===== src/rtl/dma_pkg.sv =====
`timescale 1ns/1ps
package dma_pkg;
  localparam int unsigned CFG_W = 32;
  localparam logic [2:0] OFS_SRC  = 3'd0;
  localparam logic [2:0] OFS_DST  = 3'd1;
  localparam logic [2:0] OFS_LEN  = 3'd2;
  localparam logic [2:0] OFS_BLK  = 3'd3;
  localparam logic [2:0] OFS_CTRL = 3'd4;
  localparam logic [2:0] OFS_STAT = 3'd5;

  typedef enum logic [2:0] {
    ST_IDLE,
    ST_WAIT,
    ST_REQ,
    ST_RD,
    ST_WR
  } dma_state_e;
endpackage


===== src/rtl/dma_regs.sv =====
`timescale 1ns/1ps
module dma_regs
  import dma_pkg::*;
#(
  parameter int unsigned AW = 16,
  parameter int unsigned LW = 16
) (
  input  logic             clk,
  input  logic             rst_n,
  input  logic             cfg_we,
  input  logic [2:0]       cfg_addr,
  input  logic [CFG_W-1:0] cfg_wdata,
  output logic [CFG_W-1:0] cfg_rdata,
  input  logic             busy,
  input  logic             done_set,
  output logic             start_o,
  output logic             steal_o,
  output logic [AW-1:0]    src_o,
  output logic [AW-1:0]    dst_o,
  output logic [LW-1:0]    len_o,
  output logic [LW-1:0]    blk_o,
  output logic             irq_o
);
  logic done_q;
  logic cfg_ok;

  assign cfg_ok  = cfg_we && !busy;
  assign start_o = cfg_ok && (cfg_addr == OFS_CTRL) && cfg_wdata[0];
  assign irq_o   = done_q;

  always_ff @(posedge clk) begin
    if (!rst_n) begin
      src_o   <= '0;
      dst_o   <= '0;
      len_o   <= '0;
      blk_o   <= '0;
      steal_o <= 1'b0;
      done_q  <= 1'b0;
    end else begin
      if (cfg_ok) begin
        case (cfg_addr)
          OFS_SRC:  src_o   <= cfg_wdata[AW-1:0];
          OFS_DST:  dst_o   <= cfg_wdata[AW-1:0];
          OFS_LEN:  len_o   <= cfg_wdata[LW-1:0];
          OFS_BLK:  blk_o   <= cfg_wdata[LW-1:0];
          OFS_CTRL: steal_o <= cfg_wdata[1];
          default:  ;
        endcase
      end
      if (cfg_we && (cfg_addr == OFS_STAT)) done_q <= 1'b0;
      if (done_set) done_q <= 1'b1;
    end
  end

  always_comb begin
    cfg_rdata = '0;
    case (cfg_addr)
      OFS_SRC:  cfg_rdata[AW-1:0] = src_o;
      OFS_DST:  cfg_rdata[AW-1:0] = dst_o;
      OFS_LEN:  cfg_rdata[LW-1:0] = len_o;
      OFS_BLK:  cfg_rdata[LW-1:0] = blk_o;
      OFS_CTRL: cfg_rdata[1]      = steal_o;
      OFS_STAT: cfg_rdata[1:0]    = {busy, done_q};
      default:  cfg_rdata         = '0;
    endcase
  end
endmodule


===== src/rtl/dma_cnt.sv =====
`timescale 1ns/1ps
module dma_cnt #(
  parameter int unsigned AW = 16,
  parameter int unsigned LW = 16
) (
  input  logic          clk,
  input  logic          rst_n,
  input  logic          load,
  input  logic [AW-1:0] src_in,
  input  logic [AW-1:0] dst_in,
  input  logic [LW-1:0] len_in,
  input  logic [LW-1:0] blk_in,
  input  logic          blk_reload,
  input  logic          word_done,
  output logic [AW-1:0] src_q,
  output logic [AW-1:0] dst_q,
  output logic          rem_last,
  output logic          rem_zero,
  output logic          blk_last
);
  logic [LW-1:0] rem_q;
  logic [LW-1:0] blk_q;

  function automatic logic [AW-1:0] addr_step(input logic [AW-1:0] a);
    return a + AW'(1);
  endfunction

  function automatic logic [LW-1:0] blk_size(input logic [LW-1:0] b);
    return (b == '0) ? LW'(1) : b;
  endfunction

  always_ff @(posedge clk) begin
    if (!rst_n) begin
      src_q <= '0;
      dst_q <= '0;
      rem_q <= '0;
      blk_q <= '0;
    end else if (load) begin
      src_q <= src_in;
      dst_q <= dst_in;
      rem_q <= len_in;
      blk_q <= blk_size(blk_in);
    end else begin
      if (blk_reload) begin
        blk_q <= blk_size(blk_in);
      end else if (word_done) begin
        blk_q <= blk_q - LW'(1);
      end
      if (word_done) begin
        src_q <= addr_step(src_q);
        dst_q <= addr_step(dst_q);
        rem_q <= rem_q - LW'(1);
      end
    end
  end

  assign rem_last = (rem_q == LW'(1));
  assign rem_zero = (rem_q == '0);
  assign blk_last = (blk_q == LW'(1));
endmodule


===== src/rtl/dma_fsm.sv =====
`timescale 1ns/1ps
module dma_fsm
  import dma_pkg::*;
#(
  parameter int unsigned AW = 16,
  parameter int unsigned DW = 32
) (
  input  logic          clk,
  input  logic          rst_n,
  input  logic          start,
  input  logic          len_zero,
  input  logic          steal,
  input  logic          br_gnt,
  input  logic          m_ready,
  input  logic [DW-1:0] m_rdata,
  input  logic [AW-1:0] src_q,
  input  logic [AW-1:0] dst_q,
  input  logic          rem_last,
  input  logic          rem_zero,
  input  logic          blk_last,
  output logic          br_req,
  output logic          m_valid,
  output logic          m_write,
  output logic [AW-1:0] m_addr,
  output logic [DW-1:0] m_wdata,
  output logic          busy,
  output logic          done_set,
  output logic          load,
  output logic          grant_take,
  output logic          word_done
);
  dma_state_e st_q, st_d;
  logic [DW-1:0] hold_q;

  assign busy       = (st_q != ST_IDLE);
  assign br_req     = (st_q == ST_REQ) || (st_q == ST_RD) || (st_q == ST_WR);
  assign m_valid    = (st_q == ST_RD) || (st_q == ST_WR);
  assign m_write    = (st_q == ST_WR);
  assign m_addr     = m_write ? dst_q : src_q;
  assign m_wdata    = hold_q;
  assign load       = (st_q == ST_IDLE) && start && !len_zero;
  assign grant_take = (st_q == ST_REQ) && br_gnt;
  assign word_done  = (st_q == ST_WR) && m_ready;
  assign done_set   = ((st_q == ST_IDLE) && start && len_zero) ||
                      ((st_q == ST_WAIT) && !br_gnt && rem_zero);

  always_comb begin
    st_d = st_q;
    case (st_q)
      ST_IDLE: if (start && !len_zero) st_d = ST_WAIT;
      ST_WAIT: if (!br_gnt) st_d = rem_zero ? ST_IDLE : ST_REQ;
      ST_REQ:  if (br_gnt) st_d = ST_RD;
      ST_RD:   if (m_ready) st_d = ST_WR;
      ST_WR: begin
        if (m_ready) begin
          if (rem_last || (steal && blk_last)) st_d = ST_WAIT;
          else st_d = ST_RD;
        end
      end
      default: st_d = ST_IDLE;
    endcase
  end

  always_ff @(posedge clk) begin
    if (!rst_n) begin
      st_q   <= ST_IDLE;
      hold_q <= '0;
    end else begin
      st_q <= st_d;
      if ((st_q == ST_RD) && m_ready) hold_q <= m_rdata;
    end
  end
endmodule


===== src/rtl/dma_steal_ctrl.sv =====
`timescale 1ns/1ps
module dma_steal_ctrl
  import dma_pkg::*;
#(
  parameter int unsigned AW = 16,
  parameter int unsigned DW = 32,
  parameter int unsigned LW = 16
) (
  input  logic             clk,
  input  logic             rst_n,
  input  logic             cfg_we,
  input  logic [2:0]       cfg_addr,
  input  logic [CFG_W-1:0] cfg_wdata,
  output logic [CFG_W-1:0] cfg_rdata,
  output logic             irq,
  output logic             br_req,
  input  logic             br_gnt,
  output logic             m_valid,
  output logic             m_write,
  output logic [AW-1:0]    m_addr,
  output logic [DW-1:0]    m_wdata,
  input  logic [DW-1:0]    m_rdata,
  input  logic             m_ready
);
  logic          start, steal, busy, done_set, load, grant_take, word_done;
  logic [AW-1:0] src_cfg, dst_cfg, src_q, dst_q;
  logic [LW-1:0] len_cfg, blk_cfg;
  logic          rem_last, rem_zero, blk_last;

  dma_regs #(.AW(AW), .LW(LW)) u_regs (
    .clk(clk), .rst_n(rst_n), .cfg_we(cfg_we), .cfg_addr(cfg_addr),
    .cfg_wdata(cfg_wdata), .cfg_rdata(cfg_rdata), .busy(busy),
    .done_set(done_set), .start_o(start), .steal_o(steal),
    .src_o(src_cfg), .dst_o(dst_cfg), .len_o(len_cfg), .blk_o(blk_cfg),
    .irq_o(irq)
  );

  dma_cnt #(.AW(AW), .LW(LW)) u_cnt (
    .clk(clk), .rst_n(rst_n), .load(load), .src_in(src_cfg),
    .dst_in(dst_cfg), .len_in(len_cfg), .blk_in(blk_cfg),
    .blk_reload(grant_take), .word_done(word_done), .src_q(src_q),
    .dst_q(dst_q), .rem_last(rem_last), .rem_zero(rem_zero),
    .blk_last(blk_last)
  );

  dma_fsm #(.AW(AW), .DW(DW)) u_fsm (
    .clk(clk), .rst_n(rst_n), .start(start), .len_zero(len_cfg == '0),
    .steal(steal), .br_gnt(br_gnt), .m_ready(m_ready), .m_rdata(m_rdata),
    .src_q(src_q), .dst_q(dst_q), .rem_last(rem_last), .rem_zero(rem_zero),
    .blk_last(blk_last), .br_req(br_req), .m_valid(m_valid),
    .m_write(m_write), .m_addr(m_addr), .m_wdata(m_wdata), .busy(busy),
    .done_set(done_set), .load(load), .grant_take(grant_take),
    .word_done(word_done)
  );
endmodule


===== config.mk =====
export PLATFORM = sky130hd
export DESIGN_NAME = dma_steal_ctrl
export DESIGN_NICKNAME = d
export VERILOG_FILES = /design/src/rtl/dma_pkg.sv /design/src/rtl/dma_regs.sv /design/src/rtl/dma_cnt.sv /design/src/rtl/dma_fsm.sv /design/src/rtl/dma_steal_ctrl.sv
export SDC_FILE = /design/constraint.sdc
export NUM_CORES = 1
export LEC_CHECK = 0
export ABC_CLOCK_PERIOD_IN_PS = 2400
export BUFFER_PORTS_ARGS = -buffer_cell sky130_fd_sc_hd__buf_2
export CELL_PAD_IN_SITES_DETAIL_PLACEMENT = 1
export CELL_PAD_IN_SITES_GLOBAL_PLACEMENT = 1
export CORE_MARGIN = 4
export CORE_UTILIZATION = 40
export DETAILED_ROUTE_END_ITERATION = 16
export PLACE_DENSITY_LB_ADDON = 0.1
export RECOVER_POWER = 50
export SYNTH_ARGS = -nofsm -noshare
export SYNTH_HDL_FRONTEND = slang
export SYNTH_SLANG_ARGS = --single-unit

===== constraint.sdc =====
create_clock -name clk -period 2.4 [get_ports clk]
set_clock_uncertainty 0.1 [all_clocks]
set_input_delay 0.36 -clock clk [delete_from_list [all_inputs] [get_ports clk]]
set_output_delay 0.36 -clock clk [all_outputs]
set_load 0.005 [all_outputs]

After elaboration in Yosys (flattened, before gate mapping). Cells that the tools add are included.

Bits in registers: 165. Input bits: 72. Output and inout bits: 84. Word-level logic and storage cells: 93.

$add $sub $neg: 4. Eq/ne operators: 16. Multiplexer cells: 24. Reductions and logical operators: 37.

Operator list (number): $mux W16 (11); $pmux W14 S4 (1); $logic_not A16 Y1 (3); $add A16 B1 Y16 const B (2); $eq A16 B1 Y1 const B (2); $sub A16 B1 Y16 const B (2); $mux W3 (5); $pmux W3 S5 (1); $logic_and A1 B1 Y1 (14); $eq A3 B2 Y1 const B (4); $ne A2 B2 Y1 const B (5); $reduce_and A2 Y1 (5); $eq A3 B3 Y1 const B (3); $eq A3 B1 Y1 const B (2); $logic_not A3 Y1 (2); $pmux W1 S6 (1); $reduce_bool A3 Y1 (2); $logic_or A1 B1 Y1 (5); $pmux W1 S5 (1); $reduce_and A5 Y1 (1); $mux W2 (2); $reduce_bool A2 Y1 (2); $logic_not A1 Y1 (3); $mux W1 (2).

Depth between registers and ports, before layout. Gate-level depths: netlist (run 1).

Depth after elaboration: 9. Depth in mapped cells: 8. Depth with buffers taken out: 7.

Cells and area by module. Synthesis (run 1) repeated with hierarchy kept, for this count alone.

Cell total of the unflattened synthesis: 934. Area total of the unflattened synthesis: 8349.3 um^2.

Modules (own cells, without submodules): dma_cnt (times used 1, cells each 430, area each 3539.6 um^2, seq. area each 1281.2 um^2); dma_regs (times used 1, cells each 303, area each 3143.0 um^2, seq. area each 1321.3 um^2); dma_fsm (times used 1, cells each 196, area each 1632.8 um^2, seq. area each 700.7 um^2); dma_steal_ctrl (times used 1, cells each 5, area each 33.8 um^2, seq. area each 0.0 um^2).

Least setup slack after synthesis (run 1). OpenSTA, ideal clock, no wires.

Kind: input-to-output. From: input port cfg_addr[0]. To: output port cfg_rdata[2]. Data arrival time: 1.496 ns. Required time: 1.940 ns. Setup slack: 0.444 ns. Stages: 4. Path buffers: 2. Cells stage by stage: buf_2 buf_2 mux4_2 nor2b_1.

Cells in the longest elaborated chain, start to end: 2. Elaborated cells between the ends (all ways): 5. Classes of those cells: 3 x eq/ne; 1 x mux; 1 x reduce/logical.

Ends and longest elaborated chain: start: declaration (line dma_steal_ctrl.sv:12) `input logic [2:0] cfg_addr,`; $eq A3 B2 Y1 (tied with other cells) (line dma_regs.sv:57) `case (cfg_addr)`; $pmux W14 S4 * (line dma_regs.sv:57); end: declaration (line dma_steal_ctrl.sv:14) `output logic [CFG_W-1:0] cfg_rdata,`.

Mark *: on every way between the ends. The rest lies on a longest branch, timed or not.

Worst setup path after layout (run 1).
From: input port cfg_addr[0]. To: output port cfg_rdata[15].

The elaborated chain is that of the path after synthesis.

==> flow_summary.ini, run 1 <==
[grt]
antenna_found_initial = 0
groute.usage.overall_pct = 23.9
grt_pass1_vias = 7903
grt_max_degree = 37
overflow = 0
grt_pass1_wl_mm = 45.0

[worst_hold_path]
hp-class = input pin to flip-flop
hp-start = m_rdata[4]
whs_path_depth = 3
hold_end = u_fsm.m_wdata[4]$_SDFFE_PN0P_

[yosys]
seq_area_frac_synth_pct = 39.5
yosys_warnings = 0
ys_seq_elements = 165
synth-main-ff-cell = dfxtp_1
synth_cell_types = 70
netlist_area_um2 = 8350
syn_inst = 1012
syn_area_per_cell_um2 = 8.26
async_flop_share_pct = 0
synth_edf_count = 0

[die]
core_area_um2 = 20400
start_util_pct = 41.0
ios = 156
die-area_um2 = 23300
die_x_um = 153
rows = 52
die_y_um = 153

[sta]
max_freq_mhz = 448
setup_viol = 0
holdWs_ns = 0.0602
period_share_pct = 93.0
max_slew.worst_pin.slew_ns = 0.630
drv_slew = 0
setup_tns_ns = 0
rsz0062_at_grt = no
hold_violations = 0
period_minus_slack_ns = 2.23
relSlewSlack_pct = 58.0

[pwr]
power_mw = 6.02
power_density_nw_per_um2 = 601
peakVddDrop_uv = 512
leakage_nw = 3.93

[setup_path]
critPathKind = input pin to output port
critPathBufInv = 2
cp.arrival_ns = 1.77
endpoint_kind = output port
path_delay_family = buffers and inverters
ff2ff_setup_slack_ns = 0.17
cpMostUsedCell = buf_2
worstPathRequired_ns = 1.94
r2r-start = u_fsm.st_q[0]$_SDFFE_PN0P_
rr_worst_depth = 6
timing.rr.end = u_regs.blk_o[1]$_SDFFE_PN0P_
slowest_delay_ns = 0.59
path_cells = buf_2 -> mux4_2 -> nor2b_1 -> buf_2
critical_path.startpoint_type = input pin
cpMaxStageDelayCell = mux4_2
crit_fanout = 20

[cts]
clock_latency_ns = 0.43
cts_tree = yes
cts_root_buffer = clkbuf_16
clk_pin_slew_ns = 0.07
htree_levels = 4
max-clock-path-buffers = 2
post_cts_buffers = 0
cts_sinks = 165
numCtsBuffers = 17

[job]
maxCapViolations = 0

[place]
gp_congestion = 0.836
placedCellCount = 1396
dp_hpwl_mm = 20.5
io_buffers = 123

[cells_and_area]
antennaDiodeCount = 0
final_util_pct = 49.2
areaGrowthSynthToFinish_pct = 19.8
mostFrequentLayoutCells = nand2_1 (213), dfxtp_1 (163), a21oi_1 (123)
nets = 1224
final_common_cell = nand2_1
instances_no_fill = 1428
drive_gt1_share_pct = 19.9

[detailed_routing]
wire_per_inst_um = 19.6
num_vias = 7865
drt_pass1_iterations = 5
drc = 0
drt-total-wl_mm = 27.9
drt_iter0_drc = 480
vias_per_cell = 5.51
ant_nets = 0

[status]
status = completed
## synth_stat cells (11+ instances only)
cell / n / share of area [%]
nor3_1: 17 / 1.0
nor2_1: 73 / 3.3
mux4_2: 14 / 3.8
a21oi_1: 122 / 7.3
clkbuf_1: 30 / 1.3
nor4_1: 16 / 1.2
xnor2_1: 16 / 1.7
buf_2: 24 / 1.4
xor2_1: 11 / 1.2
dfxtp_1: 165 / 40
o21ai_0: 32 / 1.9
mux2i_1: 34 / 4.1
buf_4: 22 / 2.0
a22oi_1: 12 / 1.1
nand3_1: 38 / 2.3
nand4_1: 13 / 0.97
nand2_1: 213 / 9.6
nor2b_1: 18 / 1.3
## worst min-delay path, cell delays in order
cell,delay [ns]
buf_2,0.10
nand2_1,0.04
a21oi_1,0.05
## layout make-up
| cell class | instances | area (µm²) |
|---|---|---|
| Clock buffer | 19 | 443 |
| Clock inverter | 13 | 150 |
| Fill cell | 2519 | 10400 |
| Inverter | 12 | 52.6 |
| Multi-Input combinational cell | 766 | 4590 |
| Sequential cell | 165 | 3310 |
| Tap cell | 270 | 338 |
| Timing Repair Buffer | 183 | 1130 |
## power breakdown
group,internal [mW],total (mW),switching (mW)
clock network,1.57,2.76,1.18
registers,2.77,2.82,0.0460
logic,0.180,0.442,0.262
## registers in the layout, summed over array words and instances (netlist names)
register,cells
u_regs.irq_o,1
u_cnt.src_q,16
u_cnt.blk_q,16
u_regs.steal_o,1
u_cnt.rem_q,16
u_regs.src_o,16
u_fsm.st_q,3
u_cnt.dst_q,16
u_regs.dst_o,16
u_fsm.m_wdata,32
u_regs.len_o,16
u_regs.blk_o,16
## repair_timing
action                                  CTS  global route
endpoints found under the setup margin   18            15
pin swaps                                 0             0
hold buffers                              0             0
gates resized for setup                   4             2
## logic make-up (layout without fill, tap and decap cells)
family / after synthesis / count (layout) / synth area share [%]
adder cells (fa/ha/maj): 7 / 7 / 1.05
XOR/XNOR: 27 / 27 / 2.83
buffers and inverters: 96 / 227 / 6.13
other: 1 / 16 / 0.0449
AO/OA/AOI/OAI: 221 / 221 / 16.0
multiplexers: 50 / 50 / 8.12
flip-flops: 165 / 165 / 39.5
AND/OR/NAND/NOR: 445 / 445 / 26.3
## routing by layer
metal  GRT usage (%)  part of all wire (%)
met5               0                     0
met3            3.41                   4.1
met2            37.8                    46
met1            34.3                    48
met4            6.79                   1.6
## metrics by stage
step,area (µm²),setup slack (ns)
floorplan,8410,0.444
global placement,9490,0.150
detailed placement,9490,0.0699
CTS,10100,0.0714
global route,10000,0.0262
finish,10000,0.168
## worst max path at each step
| stage | startpoint | to | slack (ns) | depth (start not counted) |
|---|---|---|---|---|
| after floorplan | cfg_addr[0] | cfg_rdata[2] | 0.44 | 4 |
| after global placement | u_fsm.st_q[1]$_SDFFE_PN0P_ | m_addr[7] | 0.15 | 5 |
| after detailed placement | u_fsm.st_q[1]$_SDFFE_PN0P_ | m_addr[11] | 0.07 | 5 |
| after CTS | u_fsm.st_q[1]$_SDFFE_PN0P_ | cfg_rdata[1] | 0.07 | 6 |
| after global routing | u_fsm.st_q[0]$_SDFFE_PN0P_ | cfg_rdata[1] | 0.03 | 5 |
| final | cfg_addr[0] | cfg_rdata[15] | 0.17 | 4 |
(Power assumes the default switching activity.)
==> inputs of run 2 (changes only) <==
--- a/config.mk
+++ b/config.mk
@@ -5,12 +5,12 @@
 export SDC_FILE = /design/constraint.sdc
 export NUM_CORES = 1
 export LEC_CHECK = 0
-export ABC_CLOCK_PERIOD_IN_PS = 2400
+export ABC_CLOCK_PERIOD_IN_PS = 1820
 export BUFFER_PORTS_ARGS = -buffer_cell sky130_fd_sc_hd__buf_2
 export CELL_PAD_IN_SITES_DETAIL_PLACEMENT = 1
 export CELL_PAD_IN_SITES_GLOBAL_PLACEMENT = 1
 export CORE_MARGIN = 4
-export CORE_UTILIZATION = 40
+export CORE_UTILIZATION = 37
 export DETAILED_ROUTE_END_ITERATION = 16
 export PLACE_DENSITY_LB_ADDON = 0.1
 export RECOVER_POWER = 50
==> constraint.sdc (replaced) <==
create_clock -name clk -period 1.82 [get_ports clk]
set_clock_uncertainty 0.1 [all_clocks]
set_input_delay 0.273 -clock clk [delete_from_list [all_inputs] [get_ports clk]]
set_output_delay 0.273 -clock clk [all_outputs]
set_load 0.005 [all_outputs]
==> run 2 against run 1 <==
The run now ends with negative setup slack left; count of clock-buffer cells in the layout rose by 4; design area increased by 40%; via count is 28% higher; worst hold slack got worse by 0.034 ns; utilization is 15 points higher; sequential power grew 32%; power increased by 45%; register-to-register slack worse by 0.63 ns; sequential share of layout area down 9.2 points; largest cell class unchanged; highest routed layer is now met5.
==> flow_summary.ini, run 2 (same netlist as run 1, synthesis figures left out) <==
[setup_path]
critical_path.startpoint_type = flip-flop
critPathKind = flip-flop to flip-flop
endpoint_kind = flip-flop
r2r-start = u_fsm.st_q[2]$_SDFFE_PN0P_
worstPathRequired_ns = 2.08
cp.arrival_ns = 2.54
timing.rr.end = u_cnt.rem_q[6]$_SDFFE_PN0P_
rr_worst_depth = 10
crit_fanout = 6
cpMaxStageDelayCell = dfxtp_4
slowest_delay_ns = 0.36
cpMostUsedCell = buf_6
path_cells = buf_6 -> nor4b_4 -> buf_4 -> buf_4 -> nand4_1 -> buf_6 -> nor2_4 -> buf_6 -> a22oi_2 -> a21oi_1
ff2ff_setup_slack_ns = -0.46

[sta]
setup_viol = 171
drv_slew = 0
holdWs_ns = 0.0262
period_minus_slack_ns = 2.28
hold_violations = 0
relSlewSlack_pct = 50.2
fin_ws_ns = -0.458
max_freq_mhz = 439
rsz0062_at_grt = yes
period_share_pct = 125
max_slew.worst_pin.slew_ns = 0.740

[cells_and_area]
multi_input_area_um2 = 6080
antennaDiodeCount = 0
ff_latch_area_um2 = 3360
nets = 1454
final_common_cell = nand2_1
num-fill-cells = 2447
areaGrowthSynthToFinish_pct = 68.4
drive_gt1_share_pct = 50.5
mostFrequentLayoutCells = nand2_1 (164), buf_4 (151), dfxtp_1 (135)
largest_reg_flops = 32

[die]
die_x_um = 158
core_area_um2 = 22000
start_util_pct = 37.9
die_y_um = 158
die-area_um2 = 25000
ios = 156
rows = 54

[grt]
antenna_found_initial = 1
grt_pass1_vias = 9396
groute.usage.overall_pct = 28.6
overflow = 0
grt_max_degree = 43
grt_pass1_wl_mm = 55.0

[worst_hold_path]
hp-class = input pin to flip-flop
hp-start = cfg_wdata[2]
whs_path_depth = 3
hold_end = u_regs.blk_o[2]$_SDFFE_PN0P_

[cts]
clk_pin_slew_ns = 0.07
cts_root_buffer = clkbuf_16
max-clock-path-buffers = 2
cts_tree = yes
clock_latency_ns = 0.45
htree_levels = 4
numCtsBuffers = 17
cts_sinks = 165

[detailed_routing]
drt_pass1_iterations = 6
vias_per_cell = 6.05
wire_per_inst_um = 27.9
drc = 0
num_vias = 10096
drt-total-wl_mm = 46.6
ant_nets = 0
drt_iter0_drc = 858

[pwr]
peakVddDrop_uv = 564
leakage_nw = 5.67
power_density_nw_per_um2 = 622
power_mw = 8.75

[place]
dp_hpwl_mm = 22.4
gp_congestion = 0.870
io_buffers = 123

[job]
maxCapViolations = 0

[status]
violations = negative setup slack
status = finished, violations left
## run 2: cell count changes in the layout (fill, tap and decap cells not counted), sizes merged
cell | before | now
inv | 13 | 12
clkinvlp | 2 | 3
clkbuf | 49 | 56
buf | 153 | 346
dlygate4sd3 | 0 | 34
clkinv | 8 | 4
## run 2: where the power goes
group | switching, mW | internal, mW
sequential | 0.0708 | 3.65
combinational | 0.630 | 0.529
clock | 1.69 | 2.18
total | 2.39 | 6.36
## run 2: how the worst max path moves through the flow
stage | startpoint | endpoint | slack, ns | depth (start not counted)
floorplan | u_cnt.blk_q[0]$_SDFFE_PN0P_ | u_cnt.blk_q[10]$_SDFFE_PN0P_ | -0.04 | 5
global placement | u_fsm.st_q[2]$_SDFFE_PN0P_ | u_fsm.st_q[1]$_SDFFE_PN0P_ | -0.32 | 7
detailed placement | u_fsm.st_q[2]$_SDFFE_PN0P_ | u_fsm.st_q[1]$_SDFFE_PN0P_ | -0.28 | 7
CTS | u_fsm.st_q[2]$_SDFFE_PN0P_ | m_addr[11] | -0.34 | 9
global route | u_fsm.st_q[2]$_SDFFE_PN0P_ | u_cnt.rem_q[6]$_SDFFE_PN0P_ | -0.54 | 10
finish | u_fsm.st_q[2]$_SDFFE_PN0P_ | u_cnt.rem_q[6]$_SDFFE_PN0P_ | -0.46 | 10
## run 2: routing by layer
| layer | share of wire, % | track usage (%) | vias to the layer above | routed length, µm |
|---|---|---|---|---|
| li1 | - | - | 4267 | - |
| met4 | 5.9 | 9.55 | 2 | 2730 |
| met3 | 6.8 | 3.56 | 180 | 3160 |
| met5 | 0.028 | 0 | - | 13 |
| met1 | 39 | 37.0 | 5057 | 17900 |
| met2 | 49 | 49.6 | 590 | 22700 |
## run 2: timing repair
| action | in CTS | in global routing |
|---|---|---|
| pin swaps | 55 | 125 |
| gates resized for setup | 227 | 268 |
| setup endpoints to repair | 104 | 199 |
| cloned | 14 | 5 |
| endpoints found under the hold margin | 34 | 0 |
| setup buffers | 61 | 38 |
| hold buffers | 34 | 0 |
## run 2: area by class of cell
| cell class | count | area share, % |
|---|---|---|
| clock buffers | 23 | 3.47 |
| clock inverters | 9 | 0.836 |
| inverters | 12 | 0.427 |
| multi-input cells | 766 | 43.2 |
| flip-flops and latches | 165 | 23.9 |
| well taps | 280 | 2.49 |
| repair buffers | 413 | 25.7 |
## run 2: worst max-delay path: cells and delay by family (launching register included)
kind	cells	cell delay, ns
and+or+nand+nor	3	0.64
DFF	1	0.36
buffers and inverters	5	0.79
AOI/OAI and AO/OA	2	0.29
## run 2: through the flow
stage               instance area, µm²  setup slack [ns]  instances  setup TNS [ns]  utilization (%)
finish                           14100            -0.458       1668          -47.73             63.9
global route                     14100            -0.541       1668          -54.30             63.9
CTS                              12800            -0.335       1637          -18.98             58.2
detailed placement               10300            -0.283       1496           -5.89             46.7
global placement                 10300            -0.319       1496           -3.63             46.7
floorplan                         8420           -0.0407       1027         -0.0407                -
==> inputs of run 3 (changes only) <==
--- a/config.mk
+++ b/config.mk
@@ -9,8 +9,10 @@
 export BUFFER_PORTS_ARGS = -buffer_cell sky130_fd_sc_hd__buf_2
 export CELL_PAD_IN_SITES_DETAIL_PLACEMENT = 1
 export CELL_PAD_IN_SITES_GLOBAL_PLACEMENT = 1
+export CORE_ASPECT_RATIO = 0.7
 export CORE_MARGIN = 4
 export CORE_UTILIZATION = 37
+export CTS_CLUSTER_DIAMETER = 200
 export DETAILED_ROUTE_END_ITERATION = 16
 export PLACE_DENSITY_LB_ADDON = 0.1
 export RECOVER_POWER = 50
==> run 3 against run 2 <==
The run still ends with negative setup slack left; maximum frequency rose by 7.7%; sequential cell count is the same; worst hold slack got worse by 0.022 ns; via count down 4.9%; combinational power down 4%; first-iteration DRC count fell by 10%; global-route usage is 0.93 points lower; register-to-register slack better by 0.16 ns; count of clock-buffer cells in the layout is 4 lower.
==> flow_summary.ini, run 3 (same netlist as run 1, synthesis figures left out) <==
[status]
status = finished, violations left
violations = negative setup slack

[cells_and_area]
nets = 1436
multi_input_area_um2 = 6050
final_util_pct = 63.4
drive_gt1_share_pct = 48.7
num-fill-cells = 2435
final_common_cell = nand2_1
ff_latch_area_um2 = 3350
areaGrowthSynthToFinish_pct = 66.6
final_area_um2 = 13900
antennaDiodeCount = 0
instances_no_fill = 1652
largest_reg_flops = 32
mostFrequentLayoutCells = nand2_1 (162), dfxtp_1 (138), buf_4 (130)

[sta]
hold_violations = 0
rsz0062_at_grt = yes
fin_ws_ns = -0.295
period_minus_slack_ns = 2.11
max_slew.worst_pin.slew_ns = 0.674
relSlewSlack_pct = 54.7
drv_slew = 0
max_freq_mhz = 473
setup_viol = 165
period_share_pct = 116

[cts]
clock_latency_ns = 0.46
clk_pin_slew_ns = 0.07
numCtsBuffers = 17
htree_levels = 4
cts_root_buffer = clkbuf_16
max-clock-path-buffers = 2
cts_sinks = 165
cts_tree = yes

[detailed_routing]
vias_per_cell = 5.81
drt_pass1_iterations = 5
drc = 0
wire_per_inst_um = 25.2
ant_nets = 0
drt-total-wl_mm = 41.6
num_vias = 9605
drt_iter0_drc = 770

[setup_path]
path_cells = nor4_2 -> nand4_1 -> buf_6 -> nand3_4 -> buf_8 -> clkbuf_16 -> nand3_2 -> a21oi_1
critPathKind = flip-flop to flip-flop
r2r-start = u_regs.len_o[3]$_SDFFE_PN0P_
cpMaxStageDelayCell = nor4_2
critical_path.startpoint_type = flip-flop
slowest_delay_ns = 0.44
crit_fanout = 6
endpoint_kind = flip-flop
rr_worst_depth = 8
ff2ff_setup_slack_ns = -0.29
worstPathRequired_ns = 2.10
cp.arrival_ns = 2.39
timing.rr.end = u_cnt.rem_q[10]$_SDFFE_PN0P_

[place]
placedCellCount = 1488
io_buffers = 123
gp_congestion = 0.820
dp_hpwl_mm = 22.2
post_dp_cell_area_um2 = 10200

[grt]
overflow = 0
groute.usage.overall_pct = 27.7
antenna_found_initial = 0
grt_pass1_wl_mm = 54.6
grt_pass1_vias = 9499
grt_max_degree = 50

[job]
maxCapViolations = 0

[worst_hold_path]
hp-class = input pin to flip-flop
whs_path_depth = 3
hold_end = u_regs.blk_o[15]$_SDFFE_PN0P_
hp-start = cfg_wdata[15]

[die]
rows = 45
die_x_um = 188
ios = 156
die-area_um2 = 25100
start_util_pct = 38.0
die_y_um = 134
core_area_um2 = 22000

[pwr]
leakage_nw = 5.60
power_density_nw_per_um2 = 615
peakVddDrop_uv = 725
power_mw = 8.56
==> run 3: routing by layer <==
metal	vias to the layer above	part of all wire, %	GRT usage, %
li1	4241	-	-
met2	390	48	44.1
met3	91	5.9	5.74
met4	0	2.7	8.31
met1	4883	44	38.1
met5	-	0	0
==> run 3: area by class of cell <==
type / instances / area share [%]
multi-input combinational: 766 / 43.4
inverter: 12 / 0.432
clock buffer: 19 / 3.25
tap: 282 / 2.54
sequential: 165 / 24.1
clock inverter: 13 / 0.890
timing repair buffer: 395 / 25.4
==> run 3: power by group <==
group	leakage, nW	switching (mW)	internal (mW)
clock network	0.282	1.75	1.98
registers	1.35	0.0700	3.65
logic	3.97	0.594	0.516
total	5.60	2.42	6.14
==> run 3: stage by stage <==
stage | hold WS (ns) | worst slack [ns] | setup TNS [ns]
3_3_place_gp | 0.339 | -0.184 | -5.16
2_1_floorplan | 0.309 | -0.0407 | -0.0407
4_1_cts | 0.00175 | -0.264 | -19.56
3_5_place_dp | 0.347 | -0.188 | -5.91
6_report | 0.00421 | -0.295 | -28.57
5_1_grt | 0.00644 | -0.323 | -34.23
==> run 3: worst max-delay path by stage <==
stage,start,end,slack (ns),cells after the start
finish,u_regs.len_o[3]$_SDFFE_PN0P_,u_cnt.rem_q[10]$_SDFFE_PN0P_,-0.29,8
global route,u_fsm.st_q[1]$_SDFFE_PN0P_,m_addr[14],-0.32,7
CTS,u_fsm.st_q[1]$_SDFFE_PN0P_,m_addr[11],-0.26,7
detailed placement,u_regs.len_o[11]$_SDFFE_PN0P_,u_cnt.rem_q[1]$_SDFFE_PN0P_,-0.19,8
global placement,u_regs.len_o[11]$_SDFFE_PN0P_,u_cnt.rem_q[1]$_SDFFE_PN0P_,-0.18,8
floorplan,u_cnt.blk_q[0]$_SDFFE_PN0P_,u_cnt.blk_q[10]$_SDFFE_PN0P_,-0.04,5
==> run 3: what timing repair did <==
item | CTS | global route
resized for setup | 187 | 276
hold endpoints to repair | 48 | 0
pin swaps | 47 | 135
endpoints found under the setup margin | 127 | 164
buffers inserted | 42 | 35
cloned | 13 | 7
hold buffers | 42 | 0
==> run 3: critical path: cells and delay by family (launching register included) <==
kind                   cells  cell delay (ns)
DFF                        1             0.35
AOI/OAI and AO/OA          1             0.15
buffers and inverters      3             0.55
and+or+nand+nor            4             0.88
